--- src/rtl/autocfg_pkg.sv ---
package autocfg_pkg;

  typedef enum logic [1:0] {
    AC_UNPLACED = 2'd0,
    AC_PLACED   = 2'd1,
    AC_SILENT   = 2'd2
  } ac_state_e;

  typedef struct packed {
    logic hi_match;   // top address byte equals configuration window
    logic rd_id;      // identity read hit
    logic wr_stage;   // low-nibble staging write
    logic wr_commit;  // base commit write
    logic wr_shut;    // shut-up write
  } ac_dec_t;

  localparam logic [5:0] OFFW_COMMIT = 6'h24;  // byte offset 0x48
  localparam logic [5:0] OFFW_STAGE  = 6'h25;  // byte offset 0x4A
  localparam logic [5:0] OFFW_SHUT   = 6'h26;  // byte offset 0x4C

endpackage

--- src/rtl/autocfg_decode.sv ---
module autocfg_decode
  import autocfg_pkg::*;
#(
  parameter int          ADDR_W   = 24,
  parameter int          HI_W     = 8,
  parameter int          OFF_W    = 7,
  parameter logic [7:0]  CFG_BASE = 8'hE8
) (
  input  logic [ADDR_W-1:0] addr,
  input  logic              rd,
  input  logic              wr,
  output ac_dec_t           dec,
  output logic [OFF_W-2:0]  word_off
);
  localparam int MID_LO = OFF_W;
  localparam int MID_HI = ADDR_W - HI_W - 1;

  logic hit_hi, mid_zero, even, in_win;
  logic [OFF_W-1:0] off;

  always_comb begin
    off      = addr[OFF_W-1:0];
    hit_hi   = (addr[ADDR_W-1 -: HI_W] == CFG_BASE);
    mid_zero = (addr[MID_HI:MID_LO] == '0);
    even     = ~off[0];
    in_win   = hit_hi & mid_zero & even;
    word_off = off[OFF_W-1:1];

    dec.hi_match  = hit_hi;
    dec.rd_id     = rd & in_win;
    dec.wr_stage  = wr & in_win & (word_off == OFFW_STAGE);
    dec.wr_commit = wr & in_win & (word_off == OFFW_COMMIT);
    dec.wr_shut   = wr & in_win & (word_off == OFFW_SHUT);
  end
endmodule

--- src/rtl/autocfg_id_rom.sv ---
module autocfg_id_rom #(
  parameter int         WOFF_W    = 6,
  parameter logic [15:0] VENDOR   = 16'h1212,
  parameter logic [7:0]  PRODUCT  = 8'd0,
  parameter logic [31:0] SERIAL   = 32'd0,
  parameter logic [15:0] ROM_VEC  = 16'h1000,
  parameter logic [2:0]  SIZE_CODE = 3'b001,
  parameter logic [7:0]  FLAGS    = 8'h00
) (
  input  logic [WOFF_W-1:0] word_off,
  output logic [3:0]        nibble
);
  localparam int NBYTES = 1 << (WOFF_W - 1);
  localparam int SER_N  = 4;
  localparam int SER_0  = 6;
  // second generation, not pooled, rom valid, not chained, size code
  localparam logic [7:0] TYPE_B = {2'b11, 1'b0, 1'b1, 1'b0, SIZE_CODE};

  logic [7:0] raw   [NBYTES];
  logic [7:0] shown [NBYTES];

  genvar g;
  generate
    for (g = 0; g < NBYTES; g++) begin : g_byte
      if (g == 0) begin : g_type
        assign raw[g] = TYPE_B;
      end else if (g == 1) begin : g_prod
        assign raw[g] = PRODUCT;
      end else if (g == 2) begin : g_flag
        assign raw[g] = FLAGS;
      end else if (g == 4) begin : g_vhi
        assign raw[g] = VENDOR[15:8];
      end else if (g == 5) begin : g_vlo
        assign raw[g] = VENDOR[7:0];
      end else if (g >= SER_0 && g < SER_0 + SER_N) begin : g_ser
        assign raw[g] = SERIAL[8*(SER_N-1-(g-SER_0)) +: 8];
      end else if (g == 10) begin : g_rhi
        assign raw[g] = ROM_VEC[15:8];
      end else if (g == 11) begin : g_rlo
        assign raw[g] = ROM_VEC[7:0];
      end else begin : g_nil
        assign raw[g] = 8'h00;
      end
      if (g == 0) begin : g_plain
        assign shown[g] = raw[g];
      end else begin : g_inv
        assign shown[g] = ~raw[g];
      end
    end
  endgenerate

  logic [7:0] sel_b;
  always_comb begin
    sel_b  = shown[word_off[WOFF_W-1:1]];
    nibble = word_off[0] ? sel_b[3:0] : sel_b[7:4];
  end
endmodule

--- src/rtl/autocfg_state.sv ---
module autocfg_state
  import autocfg_pkg::*;
#(
  parameter int HI_W = 8
) (
  input  logic            clk,
  input  logic            rst,
  input  ac_dec_t         dec,
  input  logic [7:0]      wdata,
  output ac_state_e       state,
  output logic [HI_W-1:0] base
);
  localparam int NIB_W = HI_W / 2;

  logic [NIB_W-1:0] stage_q;

  always_ff @(posedge clk) begin
    if (rst) begin
      state   <= AC_UNPLACED;
      stage_q <= '0;
      base    <= '0;
    end else if (state == AC_UNPLACED) begin
      if (dec.wr_shut) begin
        state <= AC_SILENT;
      end else if (dec.wr_commit) begin
        state <= AC_PLACED;
        base  <= {wdata[7 -: NIB_W], stage_q};
      end
      if (dec.wr_stage) begin
        stage_q <= wdata[NIB_W-1:0];
      end
    end
  end
endmodule

--- src/rtl/autocfg_resp.sv ---
module autocfg_resp
  import autocfg_pkg::*;
#(
  parameter int          ADDR_W   = 24,
  parameter logic [7:0]  CFG_BASE = 8'hE8,
  parameter logic [15:0] VENDOR   = 16'h1212,
  parameter logic [7:0]  PRODUCT  = 8'd0,
  parameter logic [31:0] SERIAL   = 32'd0,
  parameter logic [15:0] ROM_VEC  = 16'h1000
) (
  input  logic              clk,
  input  logic              rst,
  input  logic [ADDR_W-1:0] bus_addr,
  input  logic [7:0]        bus_wdata,
  input  logic              bus_rd,
  input  logic              bus_wr,
  output logic [7:0]        rd_data,
  output logic              rd_ack,
  output logic              cfg_done,
  output logic [7:0]        base_byte,
  output logic              card_sel
);
  localparam int HI_W  = 8;
  localparam int OFF_W = 7;
  localparam int WOFF_W = OFF_W - 1;

  ac_dec_t          dec;
  logic [WOFF_W-1:0] word_off;
  logic [3:0]       nib;
  ac_state_e        state;
  logic [HI_W-1:0]  base_q;
  logic             silent;

  autocfg_decode #(
    .ADDR_W(ADDR_W), .HI_W(HI_W), .OFF_W(OFF_W), .CFG_BASE(CFG_BASE)
  ) u_dec (
    .addr(bus_addr), .rd(bus_rd), .wr(bus_wr), .dec(dec), .word_off(word_off)
  );

  autocfg_id_rom #(
    .WOFF_W(WOFF_W), .VENDOR(VENDOR), .PRODUCT(PRODUCT),
    .SERIAL(SERIAL), .ROM_VEC(ROM_VEC), .SIZE_CODE(3'b001), .FLAGS(8'h00)
  ) u_rom (
    .word_off(word_off), .nibble(nib)
  );

  autocfg_state #(.HI_W(HI_W)) u_st (
    .clk(clk), .rst(rst), .dec(dec), .wdata(bus_wdata),
    .state(state), .base(base_q)
  );

  logic ack_q, sel_q;
  logic [7:0] data_q;
  logic answer;

  always_comb begin
    answer = dec.rd_id && (state == AC_UNPLACED);
  end

  always_ff @(posedge clk) begin
    if (rst) begin
      ack_q  <= 1'b0;
      data_q <= 8'h00;
      sel_q  <= 1'b0;
    end else begin
      ack_q  <= answer;
      data_q <= answer ? {nib, 4'h0} : 8'h00;
      sel_q  <= ((state == AC_UNPLACED) && dec.hi_match) ||
                ((state == AC_PLACED) && (bus_addr[ADDR_W-1 -: HI_W] == base_q));
    end
  end

  assign silent    = (state == AC_SILENT);
  assign rd_ack    = ack_q;
  assign rd_data   = data_q;
  assign card_sel  = sel_q;
  assign cfg_done  = (state == AC_PLACED);
  assign base_byte = base_q;
endmodule

--- config.mk ---
export PLATFORM = sky130hd
export DESIGN_NAME = autocfg_resp
export DESIGN_NICKNAME = d
export VERILOG_FILES = /design/src/rtl/autocfg_pkg.sv /design/src/rtl/autocfg_decode.sv /design/src/rtl/autocfg_id_rom.sv /design/src/rtl/autocfg_state.sv /design/src/rtl/autocfg_resp.sv
export SDC_FILE = /design/constraint.sdc
export NUM_CORES = 1
export LEC_CHECK = 0
export ABC_CLOCK_PERIOD_IN_PS = 2000
export BUFFER_PORTS_ARGS = -buffer_cell sky130_fd_sc_hd__buf_2
export CORE_MARGIN = 4
export CORE_UTILIZATION = 46
export CTS_BUF_LIST = sky130_fd_sc_hd__clkbuf_4 sky130_fd_sc_hd__clkbuf_8
export DETAILED_ROUTE_END_ITERATION = 16
export GPL_TIMING_DRIVEN = 0
export HOLD_SLACK_MARGIN = 0.02
export PLACE_DENSITY = 0.81
export SETUP_SLACK_MARGIN = 0.4
export SYNTH_ARGS = -nofsm -noshare
export SYNTH_HDL_FRONTEND = slang
export SYNTH_SLANG_ARGS = --single-unit
--- constraint.sdc ---
create_clock -name clk -period 2 [get_ports clk]
set_clock_uncertainty 0.1 [all_clocks]
set_input_delay 0.3 -clock clk [delete_from_list [all_inputs] [get_ports clk]]
set_output_delay 0.3 -clock clk [all_outputs]
set_load 0.1 [all_outputs]
==> flow_summary.json, run 1 <==
{
  "root_buffer": "clkbuf_4",
  "grt.overflow.total": 0,
  "max_freq_mhz": 550,
  "async_reset_ff_share_pct": 0,
  "grt_pass1_vias": 1039,
  "hold_start": "bus_wdata[7]",
  "htreeDepth": 1,
  "maxSlewHeadroom_pct": 60.2,
  "setup_violations": 0,
  "synth_edf_count": 0,
  "synth_common_cells": "19 x dfxtp_1, 16 x a21oi_1, 12 x o21ai_1",
  "period_minus_slack_ps": 1820,
  "cp_data_required_time_ps": 2090,
  "antenna_found_initial": 0,
  "grt_start_max_net_pins": 12,
  "seqCellArea_um2": 388,
  "synth_top_cells_by_area": "dfxtp_1 36%, a21oi_1 7.6%, nor4_4 6.1%",
  "io_buffers": 50,
  "dp.cells": 197,
  "crit_path_cell_trace": "or4b_4 > or4_4 > o21ai_2 > a21oi_1",
  "grt.met2_usage_pct": 32.1,
  "syn_to_final_growth_pct": 43.7,
  "yosysSeqAreaShare_pct": 36.3,
  "syn-cell-area_um2": 1050,
  "ant_nets": 0,
  "peakVddDrop_mv": 0.245,
  "synth_top_cell_area_share_pct": 36.3,
  "ios": 55,
  "synth.distinct_cells": 34,
  "totalWireLength_mm": 2.89,
  "arrival_ps": 1910,
  "setup_slack_ps": 183,
  "fill_cells": 174,
  "rr_startpoint": "u_st.state[1]",
  "startpoint": "u_st.state[1]",
  "drive_gt1_share_pct": 52.5,
  "fp.dieH_um": 55.7,
  "postSynthAreaPerCell_um2": 9.03,
  "yosysWarnings": 0,
  "timing.final.crit_share_pct": 90.9,
  "hold_violations": 0,
  "dp_hpwl_mm": 2.15,
  "cp.buffers_inverters": 0,
  "worstHoldPathType": "in2reg",
  "grt_pass1_wl_mm": 4.47,
  "leakagePower_nw": 0.635,
  "drcViolationCount": 0,
  "clock_sinks": 19,
  "slew_violations": 0,
  "viasPerCell": 5.66,
  "crit_family": "simple AND/OR/NAND/NOR gates",
  "die_w_um": 55.7,
  "drt-pass1-iter-count": 5,
  "maxCapViolCount": 0,
  "synth_top_area_cell": "dfxtp_1",
  "crit_fanout": 4,
  "use_met3_pct": 3.02,
  "busiest_layer": "met2",
  "ys_ff_latch": 19,
  "worstMarginPinSlew_ps": 592,
  "drt_iter0_drc": 38,
  "clock_path_buffers": 2,
  "synthCells": 116,
  "gp_congestion": 0.840,
  "core_area_um2": 2190,
  "clkLatencyLatePin_ps": 310,
  "outcome": "complete, no violations",
  "path_clk_slew_ps": 120,
  "cts_buffers": 3,
  "max_stage_delay_ps": 530,
  "start_util_pct": 47.8,
  "rsz0062_at_grt": "true",
  "yosysMostFrequentCell": "dfxtp_1",
  "instances_no_fill": 205,
  "design.die.area_um2": 3100,
  "multiInputGateArea_um2": 679,
  "crit_path_end_kind": "flip-flop",
  "vias": 1160,
  "slowest_stage": "or4b_4",
  "cts_tree": "built",
  "wire_per_inst_um": 14.1,
  "cellPowerDensity_nw_per_um2": 472,
  "critPathLaunchType": "flip-flop",
  "num_rows": 17,
  "grtUsageTotal_pct": 18.0,
  "insertedDiodeCount": 0,
  "finalPower_mw": 0.711,
  "ys.flop_type": "dfxtp_1",
  "final_nets": 214,
  "postLayoutCellArea_um2": 1510,
  "place_area_um2": 1350,
  "crit_type": "reg2reg",
  "post-place-ws_ps": 94.8,
  "tns_ps": 0,
  "use_met1_pct": 19.6
}
-- placed cells by master, fill, tap and decap left out, drive strengths merged --
| master | count |
|---|---|
| a21oi | 16 |
| a31oi | 1 |
| a41oi | 1 |
| and2 | 1 |
| and2b | 1 |
| and4 | 2 |
| and4b | 1 |
| buf | 61 |
| clkbuf | 5 |
| clkinv | 1 |
| conb | 4 |
| dfxtp | 19 |
| inv | 2 |
| nand2 | 1 |
| nand3 | 9 |
| nand4 | 8 |
| nand4bb | 2 |
| nor2 | 6 |
| nor3 | 4 |
| nor4 | 5 |
| o21ai | 13 |
| o31a | 1 |
| or3 | 1 |
| or4 | 2 |
| or4b | 2 |
| xnor2 | 4 |
| xor2 | 4 |
-- final cells by class --
cell class / count / share of cell area [%]
plain buffers: 9 / 4.57
multi-input cells: 89 / 45.1
flip-flops and latches: 19 / 25.8
clock inverters: 1 / 0.333
well taps: 28 / 2.33
clock buffers: 3 / 1.50
inverters: 2 / 0.499
repair buffers: 54 / 19.9
-- logic make-up (layout without fill, tap and decap cells) --
| kind of cell | Yosys count | after routing | synth area share (%) |
|---|---|---|---|
| buffers and inverters | 11 | 69 | 5.97 |
| DFF | 19 | 19 | 36.3 |
| xor gates and xnor gates | 8 | 8 | 6.69 |
| and+or+nand+nor | 45 | 45 | 34.5 |
| AOI/OAI and AO/OA | 32 | 32 | 16.1 |
| other | 1 | 4 | 0.358 |
-- final timing paths --
check / slack [ps] / endpoint / cells after the start
setup reg to reg: 180 / u_st.stage_q[0] / 4
hold reg to reg: 370 / u_st.base[2] / 2
hold / removal: 120 / u_st.base[7] / 3
setup / recovery: 180 / u_st.stage_q[0] / 4
-- worst reg2reg max path, stage by stage (launching register included) --
cell and delay, ps:
dfxtp_4 370, or4b_4 530, or4_4 470, o21ai_2 140, a21oi_1 70
-- per-layer routing --
| metal | wire length (um) | part of all wire [%] |
|---|---|---|
| met1 | 1060 | 37 |
| met2 | 1590 | 55 |
| met3 | 144 | 5.0 |
| met4 | 94 | 3.3 |
| met5 | 0 | 0 |
-- power by group --
part | switching [mW] | internal (mW)
clock | 0.131 | 0.0748
sequential | 0.00000707 | 0.377
combinational | 0.0799 | 0.0489
-- what timing repair did --
action,in CTS,in global routing
buffers inserted,2,2
resized for setup,7,19
pin swaps,0,17
endpoints found under the setup margin,16,17
hold buffers,0,0
-- per-stage QoR --
| step | hold WS [ps] | utilization (%) |
|---|---|---|
| 5_1_grt | 122 | 68.7 |
| 4_1_cts | 125 | 64.5 |
| 6_report | 123 | 68.7 |
| 2_1_floorplan | 262 | - |
| 3_3_place_gp | 353 | 61.6 |
| 3_5_place_dp | 369 | 61.6 |
-- state kept, by name (all words and copies together) (netlist names) --
register,flops
u_st.state,2
card_sel,1
u_st.stage_q,4
rd_data,3
u_st.base,8
rd_ack,1
Note: power is estimated with default switching activity, not from simulation.
==> inputs of run 2 (changes only) <==
- CORE_UTILIZATION: 46 -> 44
- CTS_BUF_LIST: sky130_fd_sc_hd__clkbuf_4 sky130_fd_sc_hd__clkbuf_8 -> default
- PLACE_DENSITY: 0.81 -> 0.78
==> flow_summary.json, run 2 (synthesis gave the netlist of run 1 again) <==
{
  "dp_hpwl_mm": 2.40,
  "period_minus_slack_ps": 1830,
  "crit_path_cell_trace": "or4b_4 > or4_4 > o21ai_1 > a21oi_1",
  "maxSlewHeadroom_pct": 58.7,
  "top_register": "u_st.base",
  "r2r_slack_ps": 170,
  "insertedDiodeCount": 0,
  "rr_startpoint": "u_st.state[1]",
  "drive_gt1_share_pct": 49.1,
  "place_area_um2": 1350,
  "critPathLaunchType": "flip-flop",
  "worstHoldPathType": "in2reg",
  "final_nets": 210,
  "wire_per_inst_um": 15.1,
  "num_rows": 17,
  "ant_nets": 0,
  "gp_congestion": 0.838,
  "crit_path_end_kind": "flip-flop",
  "grt_pass1_wl_mm": 5.06,
  "final_common_cell": "buf_2",
  "timing.final.crit_share_pct": 91.7,
  "slew_violations": 0,
  "cellPowerDensity_nw_per_um2": 484,
  "design.die.area_um2": 3220,
  "core_area_um2": 2230,
  "maxCapViolCount": 0,
  "htreeDepth": 1,
  "min_path_cells": 3,
  "clock_path_buffers": 2,
  "setup_violations": 0,
  "whs_endpoint": "u_st.base[4]",
  "grt.overflow.total": 0,
  "hold_violations": 0,
  "antenna_found_initial": 0,
  "ios": 55,
  "leakagePower_nw": 0.604,
  "totalWireLength_mm": 3.04,
  "drt-pass1-iter-count": 4,
  "crit_fanout": 7,
  "outcome": "complete, no violations",
  "cts_tree": "built",
  "drcViolationCount": 0,
  "vias": 1134,
  "die_w_um": 56.8,
  "arrival_ps": 1930,
  "io_buffers": 50,
  "postLayoutCellArea_um2": 1450,
  "syn_to_final_growth_pct": 38.2,
  "r2r_cells": 4,
  "slowest_stage": "or4b_4",
  "grtUsageTotal_pct": 19.7,
  "hold_start": "bus_wdata[4]",
  "crit_type": "reg2reg",
  "peakVddDrop_mv": 0.492,
  "cts_buffers": 3,
  "worstMarginPinSlew_ps": 613,
  "r2r_end": "u_st.stage_q[2]",
  "clkLatencyLatePin_ps": 300,
  "start_util_pct": 46.9,
  "path_clk_slew_ps": 110,
  "final_cell_mix": "48 x buf_2, 15 x a21oi_1, 15 x dfxtp_1",
  "tns_ps": 0,
  "root_buffer": "clkbuf_4",
  "clock_sinks": 19,
  "drt_iter0_drc": 22,
  "grt_start_max_net_pins": 12,
  "max_stage_delay_ps": 530,
  "finalPower_mw": 0.701,
  "viasPerCell": 5.64,
  "postCtsHoldBufs": 0,
  "cp_data_required_time_ps": 2100,
  "rsz0062_at_grt": "true",
  "largest_reg_flops": 8,
  "grt_pass1_vias": 1151,
  "fp.dieH_um": 56.8,
  "max_freq_mhz": 545
}
## run 2: how the worst max path moves through the flow
| stage | startpoint | endpoint | slack, ps | depth (start not counted) |
|---|---|---|---|---|
| finish | u_st.state[1] | u_st.stage_q[2] | 170 | 4 |
| global route | u_st.state[1] | u_st.stage_q[2] | 140 | 4 |
| CTS | u_st.state[1] | u_st.stage_q[1] | 190 | 4 |
| detailed placement | bus_addr[17] | u_st.base[2] | 70 | 6 |
| global placement | bus_addr[17] | u_st.base[3] | 110 | 6 |
| floorplan | u_st.base[6] | card_sel | 260 | 4 |
## run 2: repair_timing
action                     CTS  global route
resized for setup            3            19
buffers inserted             0             0
setup endpoints to repair   16            19
## run 2: final cells by class
| cell class | instances | area [um^2] |
|---|---|---|
| repair buffers | 50 | 270 |
| inverters | 2 | 7.51 |
| multi-input cells | 89 | 654 |
| clock inverters | 1 | 5.00 |
| well taps | 28 | 35.0 |
| flip-flops and latches | 19 | 388 |
| clock buffers | 3 | 22.5 |
| plain buffers | 9 | 65.1 |
| fillers | 189 | 786 |
## run 2: where the power goes
part           switching, mW  total (mW)  internal [mW]
combinational         0.0799       0.127         0.0475
sequential        0.00000664       0.377          0.377
clock                  0.123       0.197         0.0746
## run 2: metrics by stage
| step | hold slack [ps] | cells | worst slack, ps | util (%) |
|---|---|---|---|---|
| final | 135 | 201 | 166 | 64.8 |
| after floorplan | 262 | 119 | 258 | - |
| after global routing | 135 | 201 | 137 | 64.8 |
| after detailed placement | 367 | 197 | 70.6 | 60.4 |
| after global placement | 352 | 197 | 113 | 60.4 |
| after CTS | 130 | 201 | 195 | 62.0 |
## run 2: critical path: cells and delay by family (launching register included)
kind | cells | cell delay [ps]
simple gates | 2 | 1000
flops | 1 | 380
compound gates | 2 | 250
## run 2: metal layers
layer	share of wire (%)	vias up	global-route usage, %
met5	0	-	0
met4	2.7	0	10.3
met3	4.2	8	2.53
met2	56	35	36.0
met1	37	540	22.0
li1	-	551	-
==> inputs of run 3 (changes only) <==
--- a/config.mk
+++ b/config.mk
@@ -14,4 +14,5 @@
 export HOLD_SLACK_MARGIN = 0.02
-export PLACE_DENSITY = 0.78
+export PLACE_DENSITY_LB_ADDON = 0.3
 export SETUP_SLACK_MARGIN = 0.4
+export SKIP_CTS_REPAIR_TIMING = 1
 export SYNTH_ARGS = -nofsm -noshare
==> constraint.sdc (replaced) <==
create_clock -name clk -period 2 [get_ports clk]
set_clock_uncertainty 0.1 [all_clocks]
set_input_delay 0.2 -clock clk [delete_from_list [all_inputs] [get_ports clk]]
set_output_delay 0.2 -clock clk [all_outputs]
set_load 0.1 [all_outputs]
==> flow_summary.json, run 3 (synthesis gave the netlist of run 1 again) <==
{
  "timing.final.crit_share_pct": 91.0,
  "cp.buffers_inverters": 0,
  "die_w_um": 56.8,
  "dr.max_layer_used": "met4",
  "final_nets": 215,
  "grt_start_max_net_pins": 13,
  "root_buffer": "clkbuf_4",
  "netSwitchingFraction_pct": 29.0,
  "outcome": "complete, no violations",
  "cts_buffers": 3,
  "path_clk_slew_ps": 120,
  "hold_violations": 0,
  "worstMarginPinSlew_ps": 678,
  "maxSlewHeadroom_pct": 54.4,
  "top_register": "u_st.base",
  "setup_violations": 0,
  "final_cell_mix": "50 x buf_2, 14 x dfxtp_1, 13 x a21oi_1",
  "maxCapViolCount": 0,
  "viasPerCell": 5.50,
  "gp_congestion": 0.817,
  "start_util_pct": 46.9,
  "insertedDiodeCount": 0,
  "cts_tree": "built",
  "crit_path_end_kind": "flip-flop",
  "max_stage_delay_ps": 510,
  "ios": 55,
  "netSwitchingPower_mw": 0.205,
  "crit_fanout": 6,
  "wl_met3_um": 214,
  "crit_type": "reg2reg",
  "period_minus_slack_ps": 1820,
  "hold_slack_ps": 26.9,
  "grt.overflow.total": 0,
  "syn_to_final_growth_pct": 41.7,
  "grt_pass1_wl_mm": 4.28,
  "crit_path_cell_trace": "or4b_1 > or4_4 > o21ai_2 > a21oi_2",
  "peakVddDrop_mv": 0.420,
  "largest_reg_flops": 8,
  "drt_iter0_drc": 46,
  "dp_hpwl_mm": 2.13,
  "drt-pass1-iter-count": 4,
  "clock_sinks": 19,
  "power_frac_clock_pct": 28.8,
  "antenna_found_initial": 0,
  "vias": 1133,
  "wl_met2_mm": 1.46,
  "power.internal_mw": 0.501,
  "wire_per_inst_um": 13.9,
  "p_comb_share_pct": 17.8,
  "critPathLaunchType": "flip-flop",
  "drive_gt1_share_pct": 53.9,
  "arrival_ps": 1890,
  "htreeDepth": 1,
  "design.die.area_um2": 3220,
  "cp_data_required_time_ps": 2070,
  "clock_path_buffers": 2,
  "finalPower_mw": 0.706,
  "core_area_um2": 2230,
  "num_rows": 17,
  "clkLatencyLatePin_ps": 310,
  "cellPowerDensity_nw_per_um2": 476,
  "grt_pass1_vias": 1003,
  "rsz0062_at_grt": "true",
  "crit_family": "simple AND/OR/NAND/NOR gates",
  "fp.dieH_um": 56.8,
  "io_buffers": 50,
  "drcViolationCount": 0,
  "ant_nets": 0,
  "final_common_cell": "buf_2",
  "p_seq_share_pct": 53.4,
  "leakagePower_nw": 0.625,
  "slowest_stage": "or4b_1",
  "max_freq_mhz": 549,
  "totalWireLength_mm": 2.87,
  "slew_violations": 0,
  "grtUsageTotal_pct": 16.3,
  "worstHoldPathType": "in2reg",
  "met1_length_mm": 1.14,
  "tns_ps": 0
}
run 3: layout make-up:
cell class                      count  area (um^2)
Inverter                            2         7.51
Multi-Input combinational cell     89          666
Buffer                              9         66.3
Fill cell                         191          749
Timing Repair Buffer               55          290
Clock inverter                      1         7.51
Tap cell                           28         35.0
Clock buffer                        3         22.5
Sequential cell                    19          389
run 3: routing by layer:
| layer | up-vias | track usage (%) |
|---|---|---|
| met4 | 0 | 4.64 |
| met1 | 520 | 21.0 |
| met2 | 45 | 26.7 |
| met5 | - | 0 |
| li1 | 558 | - |
| met3 | 10 | 4.37 |
run 3: stage by stage:
step | setup slack, ps | area, um^2 | util (%) | instances
3_5_place_dp | 215 | 1360 | 61.0 | 197
2_1_floorplan | 317 | 1080 | - | 119
4_1_cts | 119 | 1390 | 62.3 | 201
3_3_place_gp | 244 | 1360 | 61.0 | 197
6_report | 179 | 1480 | 66.4 | 206
5_1_grt | 124 | 1480 | 66.4 | 206
run 3: worst paths after layout:
check / endpoint / depth (start not counted) / from / slack, ps
worst max-delay path: u_st.stage_q[0] / 4 / u_st.state[1] / 180
worst min-delay path: u_st.base[6] / 3 / bus_wdata[6] / 30
worst max register to register: u_st.stage_q[0] / 4 / u_st.state[1] / 180
worst min register to register: u_st.base[6] / 2 / u_st.base[6] / 390
run 3: worst min-delay path, cell delays in order:
cell     delay (ps)
buf_2            90
nand3_1          60
a21oi_1          60
run 3: power by group through the flow:
stage | combinational [mW] | sequential [mW] | clock, mW
after floorplan | 0.0686 | 0.387 | 0
after global placement | 0.120 | 0.387 | 0
after detailed placement | 0.122 | 0.387 | 0
after CTS | 0.123 | 0.378 | 0.206
after global routing | 0.135 | 0.377 | 0.221
final | 0.126 | 0.377 | 0.203
